### src/rtl/pwm8_pkg.sv
package pwm8_pkg;

  localparam int WORD_W = 32;
  localparam int FIELD_W = 8;
  localparam int RSVD_W = WORD_W - 2 - 2 * FIELD_W;

  typedef struct packed {
    logic                 run;
    logic                 rest_lvl;
    logic [RSVD_W-1:0]    rsvd;
    logic [FIELD_W-1:0]   divisor;
    logic [FIELD_W-1:0]   low_cnt;
  } pwm_word_t;

  // Last prescaler count value for a divisor field; 0 wraps to all ones (divide by 2**FIELD_W).
  function automatic logic [FIELD_W-1:0] step_last(input logic [FIELD_W-1:0] div);
    return div - FIELD_W'(1);
  endfunction

  // Output level for a phase position: low while phase is below the low-time count.
  function automatic logic phase_level(input logic [FIELD_W-1:0] phase,
                                       input logic [FIELD_W-1:0] low_cnt);
    return (phase < low_cnt) ? 1'b0 : 1'b1;
  endfunction

endpackage

### src/rtl/pwm8_word_reg.sv
module pwm8_word_reg
  import pwm8_pkg::*;
(
  input  logic              clk,
  input  logic              rst,
  input  logic              wr_en,
  input  logic [WORD_W-1:0] wr_data,
  output pwm_word_t         word_q,
  output logic [WORD_W-1:0] rd_data
);

  pwm_word_t wr_word;

  always_comb begin
    wr_word      = pwm_word_t'(wr_data);
    wr_word.rsvd = '0;
  end

  always_ff @(posedge clk) begin
    if (rst) begin
      word_q <= '0;
    end else if (wr_en) begin
      word_q <= wr_word;
    end
  end

  assign rd_data = WORD_W'(word_q);

endmodule

### src/rtl/pwm8_prescaler.sv
module pwm8_prescaler
  import pwm8_pkg::*;
#(
  parameter int DIV_W = FIELD_W
) (
  input  logic             clk,
  input  logic             rst,
  input  logic             clear,
  input  logic             run,
  input  logic [DIV_W-1:0] divisor,
  output logic             tick
);

  logic [DIV_W-1:0] cnt_q;
  logic [DIV_W-1:0] last;

  assign last = step_last(divisor);
  assign tick = run && (cnt_q == last);

  always_ff @(posedge clk) begin
    if (rst || clear) begin
      cnt_q <= '0;
    end else if (run) begin
      if (cnt_q == last) cnt_q <= '0;
      else               cnt_q <= cnt_q + DIV_W'(1);
    end
  end

endmodule

### src/rtl/pwm8_phase_gen.sv
module pwm8_phase_gen
  import pwm8_pkg::*;
#(
  parameter int PH_W = FIELD_W
) (
  input  logic            clk,
  input  logic            rst,
  input  logic            enable,
  input  logic            rest_lvl,
  input  logic            tick,
  input  logic [PH_W-1:0] divisor_in,
  input  logic [PH_W-1:0] low_in,
  output logic            running,
  output logic            restart,
  output logic            wrap,
  output logic [PH_W-1:0] phase,
  output logic [PH_W-1:0] divisor_sh,
  output logic [PH_W-1:0] low_sh,
  output logic            level
);

  localparam logic [PH_W-1:0] PH_LAST = '1;

  assign restart = enable && !running;
  assign wrap    = running && tick && (phase == PH_LAST);

  always_ff @(posedge clk) begin
    if (rst) begin
      running    <= 1'b0;
      phase      <= '0;
      divisor_sh <= '0;
      low_sh     <= '0;
    end else if (!enable) begin
      running <= 1'b0;
    end else if (restart) begin
      running    <= 1'b1;
      phase      <= '0;
      divisor_sh <= divisor_in;
      low_sh     <= low_in;
    end else if (tick) begin
      phase <= phase + PH_W'(1);
      if (wrap) begin
        divisor_sh <= divisor_in;
        low_sh     <= low_in;
      end
    end
  end

  assign level = (running && enable) ? phase_level(phase, low_sh) : rest_lvl;

endmodule

### src/rtl/pwm8_prescaled.sv
module pwm8_prescaled
  import pwm8_pkg::*;
(
  input  logic        clk,
  input  logic        rst,
  input  logic        wr_en,
  input  logic [31:0] wr_data,
  output logic [31:0] rd_data,
  output logic        pwm_out
);

  pwm_word_t          word_q;
  logic               step_tick;
  logic               period_wrap;
  logic               chan_run;
  logic               chan_restart;
  logic [FIELD_W-1:0] phase_q;
  logic [FIELD_W-1:0] div_sh;
  logic [FIELD_W-1:0] duty_sh;

  pwm8_word_reg u_word (
    .clk     (clk),
    .rst     (rst),
    .wr_en   (wr_en),
    .wr_data (wr_data),
    .word_q  (word_q),
    .rd_data (rd_data)
  );

  pwm8_prescaler #(.DIV_W(FIELD_W)) u_presc (
    .clk     (clk),
    .rst     (rst),
    .clear   (chan_restart),
    .run     (chan_run),
    .divisor (div_sh),
    .tick    (step_tick)
  );

  pwm8_phase_gen #(.PH_W(FIELD_W)) u_phase (
    .clk        (clk),
    .rst        (rst),
    .enable     (word_q.run),
    .rest_lvl   (word_q.rest_lvl),
    .tick       (step_tick),
    .divisor_in (word_q.divisor),
    .low_in     (word_q.low_cnt),
    .running    (chan_run),
    .restart    (chan_restart),
    .wrap       (period_wrap),
    .phase      (phase_q),
    .divisor_sh (div_sh),
    .low_sh     (duty_sh),
    .level      (pwm_out)
  );

endmodule

### config.mk
export PLATFORM = sky130hd
export DESIGN_NAME = pwm8_prescaled
export DESIGN_NICKNAME = d
export VERILOG_FILES = /design/src/rtl/pwm8_pkg.sv /design/src/rtl/pwm8_word_reg.sv /design/src/rtl/pwm8_prescaler.sv /design/src/rtl/pwm8_phase_gen.sv /design/src/rtl/pwm8_prescaled.sv
export SDC_FILE = /design/constraint.sdc
export NUM_CORES = 1
export LEC_CHECK = 0
export ABC_CLOCK_PERIOD_IN_PS = 6600
export BUFFER_PORTS_ARGS = -buffer_cell sky130_fd_sc_hd__clkbuf_2
export CAP_MARGIN = 0
export CORE_MARGIN = 2
export CORE_UTILIZATION = 45
export DETAILED_ROUTE_END_ITERATION = 8
export PLACE_DENSITY_LB_ADDON = 0.15
export SLEW_MARGIN = 20
export SYNTH_ARGS = -nofsm -noshare
export SYNTH_HDL_FRONTEND = slang
export SYNTH_SLANG_ARGS = --single-unit
### constraint.sdc
create_clock -name clk -period 6.6 [get_ports clk]
set_input_delay 0.66 -clock clk [delete_from_list [all_inputs] [get_ports clk]]
set_output_delay 0.66 -clock clk [all_outputs]
set_load 0.03 [all_outputs]
## Word level (Yosys, flattened, before mapping)

Index checks and enable logic that the tools add are counted.

| storage, ports and cells | value |
|---|---|
| register bits | 51 |
| bits in latches | 0 |
| memory bits (writable) | 0 |
| bits in read-only memories | 0 |
| input port bits | 35 |
| output and inout port bits | 33 |
| logic and storage cells | 39 |
| memories | 0 |

| operators by class | value |
|---|---|
| $add $sub $neg | 3 |
| multipliers | 0 |
| div/mod/pow operators | 0 |
| magnitude comparators | 1 |
| equality and inequality tests | 2 |
| shift-type cells | 0 |
| multiplexer cells | 11 |
| bitwise gates (word level) | 1 |
| reductions and logical operators | 12 |

Operators by type and width:

| kind | count |
|---|---|
| $mux W8 | 9 |
| $add A8 B1 Y8 const B | 2 |
| $eq A8 B8 Y1 | 1 |
| $eq A8 B8 Y1 const B | 1 |
| $lt A8 B8 Y1 | 1 |
| $sub A8 B1 Y8 const B | 1 |
| $logic_and A1 B1 Y1 | 5 |
| $reduce_bool A2 Y1 | 2 |
| $reduce_and A3 Y1 | 1 |
| $mux W1 | 2 |
| $reduce_and A2 Y1 | 1 |
| $reduce_or A2 Y1 | 1 |
| $logic_not A1 Y1 | 1 |
| $logic_or A1 B1 Y1 | 1 |
| $not A1 Y1 | 1 |

## Logic depth before layout (Yosys ltp)

| logic depth | value |
|---|---|
| depth after elaboration | 8 |
| depth in mapped cells | 11 |
| depth with buffers taken out | 8 |

## Hierarchy

A second synthesis with hierarchy kept.

| second synthesis, totals | value |
|---|---|
| cell total of the unflattened synthesis | 378 |
| area total of the unflattened synthesis | 3260.6 sq um |

By module, submodules not included:

| module | instances | cells each | area an instance (sq um) | seq. area each (sq um) |
|---|---|---|---|---|
| pwm8_phase_gen | 1 | 190 | 1542.7 | 500.5 |
| pwm8_word_reg | 1 | 105 | 998.5 | 360.3 |
| pwm8_prescaler | 1 | 83 | 719.4 | 160.2 |

## Least setup slack after synthesis

No wires, ideal clock.

| timing path | value |
|---|---|
| path kind | flip-flop to flip-flop |
| start | reg u_phase.divisor_sh[0] |
| end | reg u_presc.cnt_q[3] |
| setup time | 0.116 ns |
| arrival time | 2.249 ns |
| data required time | 6.484 ns |
| path slack | 4.235 ns |
| stages on the path, launching flop included | 12 |
| path buffers | 3 |
| period minus slack after synthesis | 2.365 ns |
| cells stage by stage | dfxtp_1 inv_1 ha_1 buf_4 or3b_1 a211o_1 nor3b_2 and3_1 buf_4 buf_2 a22oi_1 a31o_2 |

| on the way | value |
|---|---|
| word-level cells in the longest chain between the ends | 3 |

RTL lines:

| item | RTL line | text |
|---|---|---|
| start, declared | pwm8_phase_gen.sv:17 | `output logic [PH_W-1:0] divisor_sh,` |
| start signal, assigned | pwm8_phase_gen.sv:38 | `divisor_sh <= divisor_in;` |
| start signal, assigned | pwm8_phase_gen.sv:43 | `divisor_sh <= divisor_in;` |
| $sub A8 B1 Y8 | pwm8_pkg.sv:17 | `return div - FIELD_W'(1);` |
| $eq A8 B8 Y1 | pwm8_prescaler.sv:24 | `if (cnt_q == last) cnt_q <= '0;` |
| $mux W8 | pwm8_prescaler.sv:24 |  |
| end signal, assigned | pwm8_prescaler.sv:25 | `else cnt_q <= cnt_q + DIV_W'(1);` |
| end, declared | pwm8_prescaler.sv:14 | `logic [DIV_W-1:0] cnt_q;` |

No other way between the ends.
A chain may end at the register's enable or synchronous reset.

## Final worst setup path

| timing path | value |
|---|---|
| start | reg u_phase.divisor_sh[0] |
| end | reg u_phase.divisor_sh[2] |

| on the way | value |
|---|---|
| word-level cells in the longest chain between the ends | 7 |
| elaborated cells on any way between the ends | 8 |
| classes of those cells | 1 x add/sub; 1 x eq/ne; 6 x reduce/logical |

RTL lines:

| item | RTL line | text |
|---|---|---|
| $sub A8 B1 Y8 (*) | pwm8_pkg.sv:17 |  |
| $eq A8 B8 Y1 (*) | pwm8_prescaler.sv:18 | `assign tick = run && (cnt_q == last);` |
| $logic_and A1 B1 Y1 (*) | pwm8_prescaler.sv:18 |  |
| $logic_and A1 B1 Y1 (2 in series) | pwm8_phase_gen.sv:25 | `assign wrap = running && tick && (phase == PH_LAST);` |
| $reduce_bool A2 Y1 (no source line) | n/a |  |
| $reduce_and A3 Y1 (no source line) (*) | n/a |  |

Mark *: on every way between the ends. The rest lies on a longest branch, timed or not.

==> metrics.yaml <==
sta:
  rsz0062_at_grt: "no"
  post-route-period-util_pct: 47.68
  tns_ns: 0
  period_needed_ns: 3.147
  slew_violations: 0
  fin_skew_ns: 0.007244
  tightest_slew_ns: 0.7286
  final_hold_viol_count: 0
  max_freq_mhz: 317.8
  slew_headroom_pct: 51.31
  hold_slack_ns: 0.4840
  setup_viol: 0
power_and_ir_drop:
  power_density_nw_per_um2: 190.6
  p_leak_nw: 1.413
  p_switching_uw: 176.2
  power_frac_clock_pct: 31.1
  pwr-share-seq_pct: 54.2
  sw_frac_of_total_pct: 29.32
  vdd_drop_max_uv: 94.21
  intPower_uw: 424.8
  comb_power_share_pct: 14.7
clocking:
  cts_root_buf: "clkbuf_8"
  cts_buffers: 5
  clkLatencyLatePin_ns: 0.31
  path_clk_slew_ns: 0.10
  clk_path_buf_depth: 2
  clock-sinks: 51
  ctsResizeCount: 0
  ctsHtreeMaxLevel: 2
  hold_buffers: 0
  post-cts-setup-buffers: 0
  cts_tree: "built"
setup_path:
  crit_path_end: "u_phase.divisor_sh[2]"
  worstSetupPathDepth: 8
  crit_start: "u_phase.divisor_sh[0]"
  cp_slowest_stage_delay_ns: 0.61
  timing.rr.end: "u_phase.divisor_sh[2]"
  path_cells: "inv_1, ha_1, or3b_1, a211o_1, nor3b_2, and3_1, a31oi_4, mux2i_1"
  critPathCaptureType: "register"
  cp-start-kind: "register"
  r2r_start: "u_phase.divisor_sh[0]"
  critPathArrivalTime_ns: 3.32
  path_max_fanout: 16
  criticalPathCategory: "register to register"
  reg2reg_depth: 8
  slowest_stage: "and3_1"
  cp_data_required_time_ns: 6.77
  rrSetupSlack_ns: 3.45
  crit_buf_inv: 1
  critical-path-top-delay-family: "simple AND/OR/NAND/NOR gates"
drt:
  ant_nets: 0
  drt_pre_antenna_iters: 4
  first_iter_violations: 104
  drc: 0
  wirelength_microns: 5383
  route.vias.total: 2236
  routedWlPerCell_microns: 12.32
  vias_per_cell: 5.117
floorplan:
  die_y_microns: 84.66
  num_io_pins: 68
  core_sq_um: 6314
  initial_core_util_pct: 46.37
  dieArea_sq_um: 7167
  dieWidth_microns: 84.66
  num_rows: 29
global_routing:
  grt_max_degree: 64
  grt-ovfl-total: 0
  grt_pass1_vias: 2031
  grt_first_pass_wirelength_microns: 9273
  antenna_found_initial: 0
  grt.total_usage_pct: 15.54
final_layout:
  drive_above_1_share_pct: 15.83
  design_area_sq_um: 3153
  layout_common_cells: "dfxtp_1 (51), nand2b_1 (42), clkbuf_2 (39)"
  final_common_cell: "dfxtp_1"
  final_nets: 404
  area_growth_pct: 7.692
  final_core_util_pct: 49.94
  n_antenna_cell: 0
synthesis:
  avgSynthCellArea_sq_um: 8.740
  synthFlopType: "dfxtp_1"
  synth-seq-cells: 51
  syn_inst: 335
  ys_seq_area_share_pct: 34.87
  yosysWarnings: 0
  synthesis.area_sq_um: 2928
  synthDistinctLibCells: 46
  synth_edf_count: 0
  async_reset_ff_share_pct: 0
placed_design:
  placed_area_sq_um: 3062
  place_congestion: 0.7933
  portBuffers: 39
  dp_hpwl_microns: 3813
hold_path:
  holdCritStartpoint: "u_phase.low_sh[3]"
  worst_hold_path_type: "register to register"
run_status:
  outcome: "finished, final reports clean"
run:
  drv_cap: 0
[kinds of logic after synthesis]
family	after synthesis	synth area share, %
AOI/OAI and AO/OA	45	11.58
xor gates and xnor gates	12	3.590
adders and majority gates	10	4.274
buffers and inverters	47	8.718
DFF	51	34.87
muxes	37	12.65
other	1	0.1281
and+or+nand+nor	132	24.19
[power by group through the flow]
| stage | Combinational [mW] | Clock (mW) | Sequential [mW] |
|---|---|---|---|
| final | 0.0884 | 0.187 | 0.326 |
| after global placement | 0.0885 | 0 | 0.333 |
| after CTS | 0.0892 | 0.196 | 0.326 |
| after global routing | 0.0963 | 0.208 | 0.328 |
| after detailed placement | 0.0891 | 0 | 0.333 |
| after floorplan | 0.0680 | 0 | 0.341 |
[layer usage]
layer / vias to the layer above / track usage (%) / part of all wire (%)
met5: - / 0 / 0
met1: 1008 / 21.00 / 51
met2: 52 / 25.41 / 44
met3: 6 / 2.950 / 3.9
li1: 1170 / - / -
met4: 0 / 4.329 / 1.2
[stage by stage]
step	cells	total power, mW	setup WS, ns
4_1_cts	437	0.6117	3.397
2_1_floorplan	348	0.4091	4.235
3_5_place_dp	429	0.4222	3.416
5_1_grt	437	0.6315	3.207
3_3_place_gp	429	0.4215	3.453
6_report	437	0.6009	3.453
[sequential cells by signal, summed over array words and instances, names as in the netlist]
register	flops
u_presc.cnt_q	8
u_phase.phase	8
u_word.rd_data	18
u_phase.low_sh	8
u_phase.running	1
u_phase.divisor_sh	8
[worst min-delay path, cell delays in order, from the launching register on]
cell      delay [ns]
dfxtp_1         0.32
nand2b_1        0.06
mux2i_1         0.06
[cell usage after synthesis, types with 2 or more instances]
master	count	area (sq um)
xnor2_1	8	70.07
a21o_1	4	30.03
nor3_1	3	15.01
nor2b_1	3	18.77
and4_1	2	17.52
nand2_1	16	60.06
nor2_1	30	112.6
nand4_1	4	25.02
o21ai_0	4	20.02
a211o_1	3	26.28
buf_2	3	15.01
a211oi_1	4	30.03
a31oi_1	4	25.02
nand2b_1	42	262.8
a31o_2	6	52.55
mux2i_1	37	370.4
clkbuf_1	14	52.55
buf_4	18	135.1
o21a_1	2	15.01
o21bai_1	2	15.01
dfxtp_1	51	1021
ha_1	10	125.1
nand3_1	14	70.07
and3_1	5	31.28
a22oi_1	4	30.03
and2_1	2	12.51
xor2_1	4	35.03
or4_1	2	15.01
a21oi_1	6	30.03
or3_1	3	18.77
inv_1	10	37.54
[cell type report]
type                    count  area (sq um)
well taps                  77         96.34
clock buffers               5         68.82
multi-input cells         250          1700
clock inverters             3         22.52
inverters                  11         41.29
flip-flops and latches     51          1021
repair buffers             40         202.7
fillers                   642          3161
[how the worst min path moves through the flow]
stage                     slack (ns)  cells past startpoint                end
final                           0.48                      2  u_phase.low_sh[3]
after global routing            0.51                      2  u_phase.low_sh[3]
after CTS                       0.49                      2  u_phase.low_sh[7]
after detailed placement        0.47                      2  u_phase.low_sh[7]
after global placement          0.46                      2  u_phase.low_sh[7]
after floorplan                 0.45                      2  u_phase.low_sh[1]
Note: power is estimated with default switching activity, not from simulation.
